**config.mk**
```make
export PLATFORM = sky130hd
export DESIGN_NAME = rowhit_sched
export DESIGN_NICKNAME = d
export VERILOG_FILES = /design/src/rtl/sched_pkg.sv /design/src/rtl/sched_queue.sv /design/src/rtl/sched_pick.sv /design/src/rtl/sched_banks.sv /design/src/rtl/rowhit_sched.sv
export SDC_FILE = /design/constraint.sdc
export NUM_CORES = 1
export LEC_CHECK = 0
export ABC_AREA = 1
export ABC_CLOCK_PERIOD_IN_PS = 12700
export BUFFER_PORTS_ARGS = -buffer_cell sky130_fd_sc_hd__buf_2
export CAP_MARGIN = 25
export CORE_UTILIZATION = 50
export CTS_CLUSTER_SIZE = 12
export DETAILED_ROUTE_END_ITERATION = 10
export PLACE_DENSITY = 0.68
export SLEW_MARGIN = 20
export SYNTH_ARGS = -nofsm -noshare
export SYNTH_HDL_FRONTEND = slang
export SYNTH_HIERARCHICAL = 1
export SYNTH_SLANG_ARGS = --single-unit
```
**constraint.sdc**
```tcl
create_clock -name clk -period 12.7 [get_ports clk]
set_input_delay 1.905 -clock clk [delete_from_list [all_inputs] [get_ports clk]]
set_output_delay 1.905 -clock clk [all_outputs]
set_load 0.02 [all_outputs]
```
**src/rtl/sched_pkg.sv**
```systemverilog
package sched_pkg;
  typedef enum logic [1:0] {
    OP_NONE = 2'd0,
    OP_PRE  = 2'd1,
    OP_ACT  = 2'd2,
    OP_RD   = 2'd3
  } cmd_op_e;
endpackage

```
**src/rtl/sched_queue.sv**
```systemverilog
// Pending-request store with rank ages: age = number of younger valid entries.
module sched_queue #(
  parameter int DEPTH  = 4,
  parameter int BANK_W = 2,
  parameter int ROW_W  = 2,
  parameter int COL_W  = 3,
  parameter int IDX_W  = 2,
  parameter int AGE_W  = 2
) (
  input  logic                              clk,
  input  logic                              rst,
  input  logic                              push,
  input  logic [BANK_W-1:0]                 push_bank,
  input  logic [ROW_W-1:0]                  push_row,
  input  logic [COL_W-1:0]                  push_col,
  input  logic                              pop,
  input  logic [IDX_W-1:0]                  pop_idx,
  output logic [DEPTH-1:0]                  e_valid,
  output logic [DEPTH-1:0][BANK_W-1:0]      e_bank,
  output logic [DEPTH-1:0][ROW_W-1:0]       e_row,
  output logic [DEPTH-1:0][COL_W-1:0]       e_col,
  output logic [DEPTH-1:0][AGE_W-1:0]       e_age,
  output logic                              full
);

  logic [IDX_W-1:0] free_idx;

  assign full = &e_valid;

  always_comb begin
    free_idx = '0;
    for (int i = DEPTH - 1; i >= 0; i--) begin
      if (!e_valid[i]) free_idx = IDX_W'(i);
    end
  end

  always_ff @(posedge clk) begin
    if (rst) begin
      e_valid <= '0;
    end else begin
      for (int i = 0; i < DEPTH; i++) begin
        if (pop && (pop_idx == IDX_W'(i))) begin
          e_valid[i] <= 1'b0;
        end else if (e_valid[i]) begin
          e_age[i] <= e_age[i] + AGE_W'(push)
                      - AGE_W'(pop && (e_age[i] > e_age[pop_idx]));
        end
      end
      if (push) begin
        e_valid[free_idx] <= 1'b1;
        e_age[free_idx]   <= '0;
      end
    end
  end

  // Payload storage: no reset, written only on push.
  always_ff @(posedge clk) begin
    if (push) begin
      e_bank[free_idx] <= push_bank;
      e_row[free_idx]  <= push_row;
      e_col[free_idx]  <= push_col;
    end
  end

  // the top never pushes into a full queue.
  a_r10_no_push_full: assert property (@(posedge clk) disable iff (rst)
    full |-> !push);

  // ages rank the entries; an age never reaches the number of valid entries.
  for (genvar g = 0; g < DEPTH; g++) begin : g_age_chk
    a_r3_age_rank: assert property (@(posedge clk) disable iff (rst)
      e_valid[g] |-> (32'(e_age[g]) < $countones(e_valid)));
  end

endmodule

```
**src/rtl/sched_pick.sv**
```systemverilog
// Candidate selection: oldest row hit, else oldest entry.
module sched_pick #(
  parameter int DEPTH     = 4,
  parameter int NUM_BANKS = 4,
  parameter int BANK_W    = 2,
  parameter int ROW_W     = 2,
  parameter int IDX_W     = 2,
  parameter int AGE_W     = 2
) (
  input  logic [DEPTH-1:0]                  e_valid,
  input  logic [DEPTH-1:0][BANK_W-1:0]      e_bank,
  input  logic [DEPTH-1:0][ROW_W-1:0]       e_row,
  input  logic [DEPTH-1:0][AGE_W-1:0]       e_age,
  input  logic [NUM_BANKS-1:0]              open_v,
  input  logic [NUM_BANKS-1:0][ROW_W-1:0]   open_row,
  output logic                              sel_any,
  output logic [IDX_W-1:0]                  sel_idx,
  output logic                              sel_hit,
  output logic                              sel_open
);

  logic [DEPTH-1:0] is_hit;
  logic [IDX_W-1:0] hit_idx, old_idx;

  always_comb begin
    for (int i = 0; i < DEPTH; i++) begin
      is_hit[i] = e_valid[i] && open_v[e_bank[i]] &&
                  (open_row[e_bank[i]] == e_row[i]);
    end
  end

  always_comb begin
    sel_hit = 1'b0;
    sel_any = 1'b0;
    hit_idx = '0;
    old_idx = '0;
    for (int i = 0; i < DEPTH; i++) begin
      if (is_hit[i] && (!sel_hit || (e_age[i] > e_age[hit_idx]))) begin
        sel_hit = 1'b1;
        hit_idx = IDX_W'(i);
      end
      if (e_valid[i] && (!sel_any || (e_age[i] > e_age[old_idx]))) begin
        sel_any = 1'b1;
        old_idx = IDX_W'(i);
      end
    end
    sel_idx  = sel_hit ? hit_idx : old_idx;
    sel_open = open_v[e_bank[sel_idx]];
  end

endmodule

```
**src/rtl/sched_banks.sv**
```systemverilog
// Open-row tracker, one entry per bank.
module sched_banks #(
  parameter int NUM_BANKS = 4,
  parameter int BANK_W    = 2,
  parameter int ROW_W     = 2
) (
  input  logic                              clk,
  input  logic                              rst,
  input  logic                              do_pre,
  input  logic                              do_act,
  input  logic [BANK_W-1:0]                 bank,
  input  logic [ROW_W-1:0]                  row,
  output logic [NUM_BANKS-1:0]              open_v,
  output logic [NUM_BANKS-1:0][ROW_W-1:0]   open_row
);

  always_ff @(posedge clk) begin
    if (rst) begin
      open_v   <= '0;
      open_row <= '0;
    end else if (do_pre) begin
      open_v[bank] <= 1'b0;
    end else if (do_act) begin
      open_v[bank]   <= 1'b1;
      open_row[bank] <= row;
    end
  end

  // a precharge only ever targets an open bank.
  a_r5_pre_open: assert property (@(posedge clk) disable iff (rst)
    do_pre |-> open_v[bank]);
  // an activate only ever targets a closed bank.
  a_r6_act_closed: assert property (@(posedge clk) disable iff (rst)
    do_act |-> !open_v[bank]);

endmodule

```
**src/rtl/rowhit_sched.sv**
```systemverilog
module rowhit_sched
  import sched_pkg::*;
#(
  parameter int NUM_BANKS = 4,
  parameter int ROW_W     = 2,
  parameter int COL_W     = 3,
  parameter int DEPTH     = 4,
  parameter int BL        = 4,
  localparam int BANK_W   = (NUM_BANKS > 1) ? $clog2(NUM_BANKS) : 1,
  localparam int BEAT_W   = (BL > 1) ? $clog2(BL) : 1
) (
  input  logic              clk,
  input  logic              rst,
  input  logic              req_valid,
  input  logic [BANK_W-1:0] req_bank,
  input  logic [ROW_W-1:0]  req_row,
  input  logic [COL_W-1:0]  req_col,
  output logic              req_full,
  input  logic              may_pre,
  input  logic              may_act,
  input  logic              may_rd,
  output logic [1:0]        cmd_op,
  output logic [BANK_W-1:0] cmd_bank,
  output logic [ROW_W-1:0]  cmd_row,
  output logic [COL_W-1:0]  cmd_col,
  output logic              beat_valid,
  output logic [BEAT_W-1:0] beat_idx
);

  localparam int IDX_W = (DEPTH > 1) ? $clog2(DEPTH) : 1;
  localparam int AGE_W = IDX_W;
  localparam int CNT_W = $clog2(BL + 1);

  logic [DEPTH-1:0]                 e_valid;
  logic [DEPTH-1:0][BANK_W-1:0]     e_bank;
  logic [DEPTH-1:0][ROW_W-1:0]      e_row;
  logic [DEPTH-1:0][COL_W-1:0]      e_col;
  logic [DEPTH-1:0][AGE_W-1:0]      e_age;
  logic [NUM_BANKS-1:0]             open_v;
  logic [NUM_BANKS-1:0][ROW_W-1:0]  open_row;
  logic                             sel_any, sel_hit, sel_open;
  logic [IDX_W-1:0]                 sel_idx;
  logic                             push, do_pre, do_act, do_rd;
  logic [CNT_W-1:0]                 burst_cnt;
  logic [BANK_W-1:0]                s_bank;
  logic [ROW_W-1:0]                 s_row;
  logic [COL_W-1:0]                 s_col;

  assign push = req_valid && !req_full;

  sched_queue #(
    .DEPTH(DEPTH), .BANK_W(BANK_W), .ROW_W(ROW_W), .COL_W(COL_W),
    .IDX_W(IDX_W), .AGE_W(AGE_W)
  ) u_queue (
    .clk(clk), .rst(rst),
    .push(push), .push_bank(req_bank), .push_row(req_row), .push_col(req_col),
    .pop(do_rd), .pop_idx(sel_idx),
    .e_valid(e_valid), .e_bank(e_bank), .e_row(e_row), .e_col(e_col),
    .e_age(e_age), .full(req_full)
  );

  sched_pick #(
    .DEPTH(DEPTH), .NUM_BANKS(NUM_BANKS), .BANK_W(BANK_W), .ROW_W(ROW_W),
    .IDX_W(IDX_W), .AGE_W(AGE_W)
  ) u_pick (
    .e_valid(e_valid), .e_bank(e_bank), .e_row(e_row), .e_age(e_age),
    .open_v(open_v), .open_row(open_row),
    .sel_any(sel_any), .sel_idx(sel_idx), .sel_hit(sel_hit), .sel_open(sel_open)
  );

  assign s_bank = e_bank[sel_idx];
  assign s_row  = e_row[sel_idx];
  assign s_col  = e_col[sel_idx];

  // One command per cycle, for the candidate only.
  assign do_rd  = sel_any && sel_hit && may_rd && (burst_cnt <= CNT_W'(1));
  assign do_pre = sel_any && !sel_hit && sel_open && may_pre;
  assign do_act = sel_any && !sel_open && may_act;

  sched_banks #(
    .NUM_BANKS(NUM_BANKS), .BANK_W(BANK_W), .ROW_W(ROW_W)
  ) u_banks (
    .clk(clk), .rst(rst), .do_pre(do_pre), .do_act(do_act),
    .bank(s_bank), .row(s_row), .open_v(open_v), .open_row(open_row)
  );

  always_ff @(posedge clk) begin
    if (rst) begin
      cmd_op    <= OP_NONE;
      cmd_bank  <= '0;
      cmd_row   <= '0;
      cmd_col   <= '0;
      burst_cnt <= '0;
    end else begin
      cmd_bank <= s_bank;
      cmd_row  <= s_row;
      cmd_col  <= s_col;
      if (do_rd)       cmd_op <= OP_RD;
      else if (do_act) cmd_op <= OP_ACT;
      else if (do_pre) cmd_op <= OP_PRE;
      else             cmd_op <= OP_NONE;
      if (do_rd)                 burst_cnt <= CNT_W'(BL);
      else if (burst_cnt != '0)  burst_cnt <= burst_cnt - CNT_W'(1);
    end
  end

  assign beat_valid = (burst_cnt != '0);
  assign beat_idx   = BEAT_W'(CNT_W'(BL) - burst_cnt);

  // a READ on the outputs coincides with beat 0 of its burst.
  a_r11_read_beat0: assert property (@(posedge clk) disable iff (rst)
    (cmd_op == OP_RD) |-> (beat_valid && (beat_idx == '0)));
  // withheld permissions stop the matching command.
  a_r8_rd_wait: assert property (@(posedge clk) disable iff (rst)
    !may_rd |=> (cmd_op != OP_RD));
  a_r8_act_wait: assert property (@(posedge clk) disable iff (rst)
    !may_act |=> (cmd_op != OP_ACT));
  // two READs are never on adjacent cycles when bursts are longer than one.
  if (BL > 1) begin : g_spacing
    a_r9_read_spacing: assert property (@(posedge clk) disable iff (rst)
      (cmd_op == OP_RD) |=> (cmd_op != OP_RD));
  end

endmodule

```
==> impl_metrics.py <==
metrics = {
    "setup_path": {
        "reg2reg_from": "u_queue/e_age[3]$_DFFE_PN_",
        "crit_arrival_ns": 6.65,
        "crit_end": "u_queue/e_age[7]$_DFFE_PN_",
        "end_kind": "register",
        "startpoint": "u_queue/e_age[3]$_DFFE_PN_",
        "regToRegSetupSlack_ns": 6.17,
        "critPathKind": "register to register",
        "cp_max_fo": 24,
        "crit_slowest_cell": "edfxtp_1",
        "r2r-end": "u_queue/e_age[7]$_DFFE_PN_",
        "critPathLaunchType": "register",
        "max_stage_delay_ns": 0.52,
        "r2r_cells": 40,
        "crit_required_ns": 12.82,
    },
    "final_layout": {
        "nNetsFinal": 694,
        "design_area_um2": 4820,
        "area_delta_synth_final_pct": 9.75,
        "multi_input_area_um2": 2250,
        "n_fill_cell": 801,
        "antenna_cells": 0,
        "drive_gt1_share_pct": 11.6,
        "fin_util_pct": 57.8,
        "register_area_um2": 1640,
    },
    "power": {
        "p_leak_nw": 2.38,
        "p_comb_share_pct": 23.8,
        "clock_power_share_pct": 36.1,
        "sw_frac_of_total_pct": 32.7,
        "p_total_w": 0.000623,
        "cellPowerDensity_nw_per_um2": 129,
        "power_switching_w": 0.000204,
        "sequentialPowerShare_pct": 40.2,
        "p_int_w": 0.000419,
        "vdd_drop_max_mv": 0.0705,
    },
    "job": {
        "cap_violations": 0,
    },
    "detailed_routing": {
        "drt_iter0_drc": 315,
        "routedWlPerCell_um": 14.3,
        "drc": 0,
        "ant_nets": 0,
        "firstDrtPassIters": 6,
        "routed_via_density": 5.43,
        "top_layer_used": "met4",
        "met3_length_um": 634,
        "wl_met1_um": 4790,
        "routed_wl_um": 10900,
        "wl_met2_um": 5120,
        "via_count": 4136,
    },
    "cts": {
        "cts_sinks": 64,
        "cts_hold_buf": 0,
        "cts.path.max_buffers": 2,
        "cts_resized": 0,
        "cts_tree": "yes",
        "htreeDepth": 3,
        "cts_buffers": 9,
        "clkTransAtPathRegs_ns": 0.08,
        "clk_latency_ns": 0.36,
        "post-cts-setup-buffer-count": 0,
        "cts_root_buf": "clkbuf_8",
    },
    "floorplanning": {
        "start_util_pct": 52.6,
        "coreArea_um2": 8340,
        "die_area_um2": 9160,
        "die_x_um": 95.7,
        "die_y_um": 95.7,
        "ioPinCount": 26,
        "num_rows": 33,
    },
    "global_routing": {
        "antenna_found_initial": 0,
        "grt_usage_pct": 26.1,
        "gr-total-overflow": 0,
        "first_global_vias": 3863,
        "grt_max_degree": 25,
        "grt_pass1_wl_um": 17900,
    },
    "synth": {
        "synth-async-reset-ratio_pct": 0,
        "synth_most_common_cell": "nand2_1",
        "synth_edf_count": 36,
        "syn_area_um2": 4390,
        "synth_seq_cells": 64,
        "yosysTopAreaCell": "edfxtp_1",
        "synthFlopType": "edfxtp_1",
        "synth_nets": 667,
        "yosysWarnings": 6,
        "synth_cells": 624,
        "ys_types": 31,
        "avgSynthCellArea_um2": 7.03,
        "synth_commonest_cells": "nand2_1, inv_1, nand3_1",
        "yosysSeqAreaShare_pct": 37.4,
        "yosys.area.top_type_share_pct": 24.6,
        "synthTopCellsByArea": "edfxtp_1, nand2_1, dfxtp_1",
    },
    "sta": {
        "fin_crit_sh_pct": 51.4,
        "worst_pin_slew_ns": 0.770,
        "max_freq_mhz": 153,
        "period_needed_ns": 6.53,
        "layout_setup_ws_ns": 6.17,
        "hold_viol": 0,
        "slew_headroom_pct": 48.6,
        "fin_worst_skew_ns": 0.0121,
        "setup_violations": 0,
        "finalSetupTns_ns": 0,
        "rsz0062_at_grt": "false",
        "drv_slew": 0,
    },
    "run_status": {
        "status": "completed",
    },
    "placement": {
        "placed_cell_area_um2": 4570,
        "preCtsSetupSlack_ns": 6.30,
        "gp_congestion": 0.888,
        "dpl.hpwl_um": 7950,
        "port_buffers": 25,
    },
    "min_path": {
        "min_path_type": "register to register",
    },
}
cell type report:
cell class                 instances  area share [%]
sequential                        64            34.1
tap                              105            2.73
clock buffer                       9            2.57
timing repair buffer              25            2.60
clock inverter                     7            2.60
inverter                         111            8.81
multi-input combinational        440            46.6
flip-flops by register name, summed over array words and instances, names as in the netlist, named ones only:
register	cells
burst_cnt	3
cmd_bank	2
cmd_col	3
cmd_op	2
cmd_row	2
u_banks/open_row	8
u_queue/e_age	8
u_queue/e_bank	8
u_queue/e_col	12
u_queue/e_row	8
u_queue/e_valid	4
logic make-up (layout without fill, tap and decap cells):
family / Yosys count / after routing / share of synthesized area (%)
and+or+nand+nor: 343 / 343 / 34.2
buffers and inverters: 120 / 152 / 11.4
AOI/OAI and AO/OA: 64 / 64 / 7.78
DFF: 64 / 64 / 37.4
adders and majority gates: 30 / 30 / 8.55
xor gates and xnor gates: 3 / 3 / 0.599
placed cells by master (no fill, tap or decap), types with 2 or more instances in the layout:
master / count
clkbuf_8: 9
nand3b_1: 2
nor2_1: 58
inv_1: 98
o21ai_0: 20
a21oi_1: 36
nand4_1: 7
inv_2: 10
a211oi_1: 4
dfxtp_1: 28
nand3_2: 6
nand3_1: 73
nor2_2: 4
ha_1: 30
inv_6: 4
xor2_1: 3
nand2_1: 182
edfxtp_1: 36
buf_2: 25
bufinv_16: 3
nand2_4: 4
nand2_2: 5
worst min path at each step:
| stage | to | slack [ns] | cells after the start |
|---|---|---|---|
| after global placement | register | 0.45 | 2 |
| after CTS | register | 0.47 | 2 |
| final | register | 0.48 | 2 |
| after floorplan | register | 0.43 | 2 |
| after global routing | register | 0.51 | 2 |
| after detailed placement | register | 0.46 | 2 |
routing by layer:
layer | vias up | track usage (%)
li1 | 2051 | -
met4 | 0 | 11.7
met2 | 155 | 44.1
met1 | 1899 | 32.4
met5 | - | 0
met3 | 31 | 4.90
power by group through the flow:
stage	Sequential, W	Clock (W)	Combinational [W]
detailed placement	0.000255	0	0.000147
CTS	0.000250	0.000228	0.000148
global placement	0.000254	0	0.000141
global route	0.000252	0.000236	0.000172
finish	0.000250	0.000225	0.000148
floorplan	0.000252	0	0.000113
critical path, delay by kind of cell, from the launching register on:
family / cells / cell delay, ns
compound gates: 12 / 2.02
fa+ha+maj: 6 / 1.69
simple gates: 15 / 1.35
buf+inv: 7 / 0.73
flops: 1 / 0.52
per-stage QoR:
step | hold slack, ns | instances
finish | 0.476 | 761
detailed placement | 0.461 | 745
global route | 0.506 | 761
CTS | 0.471 | 761
floorplan | 0.433 | 624
global placement | 0.453 | 745
No activity file was read; power rests on OpenSTA's default activity.
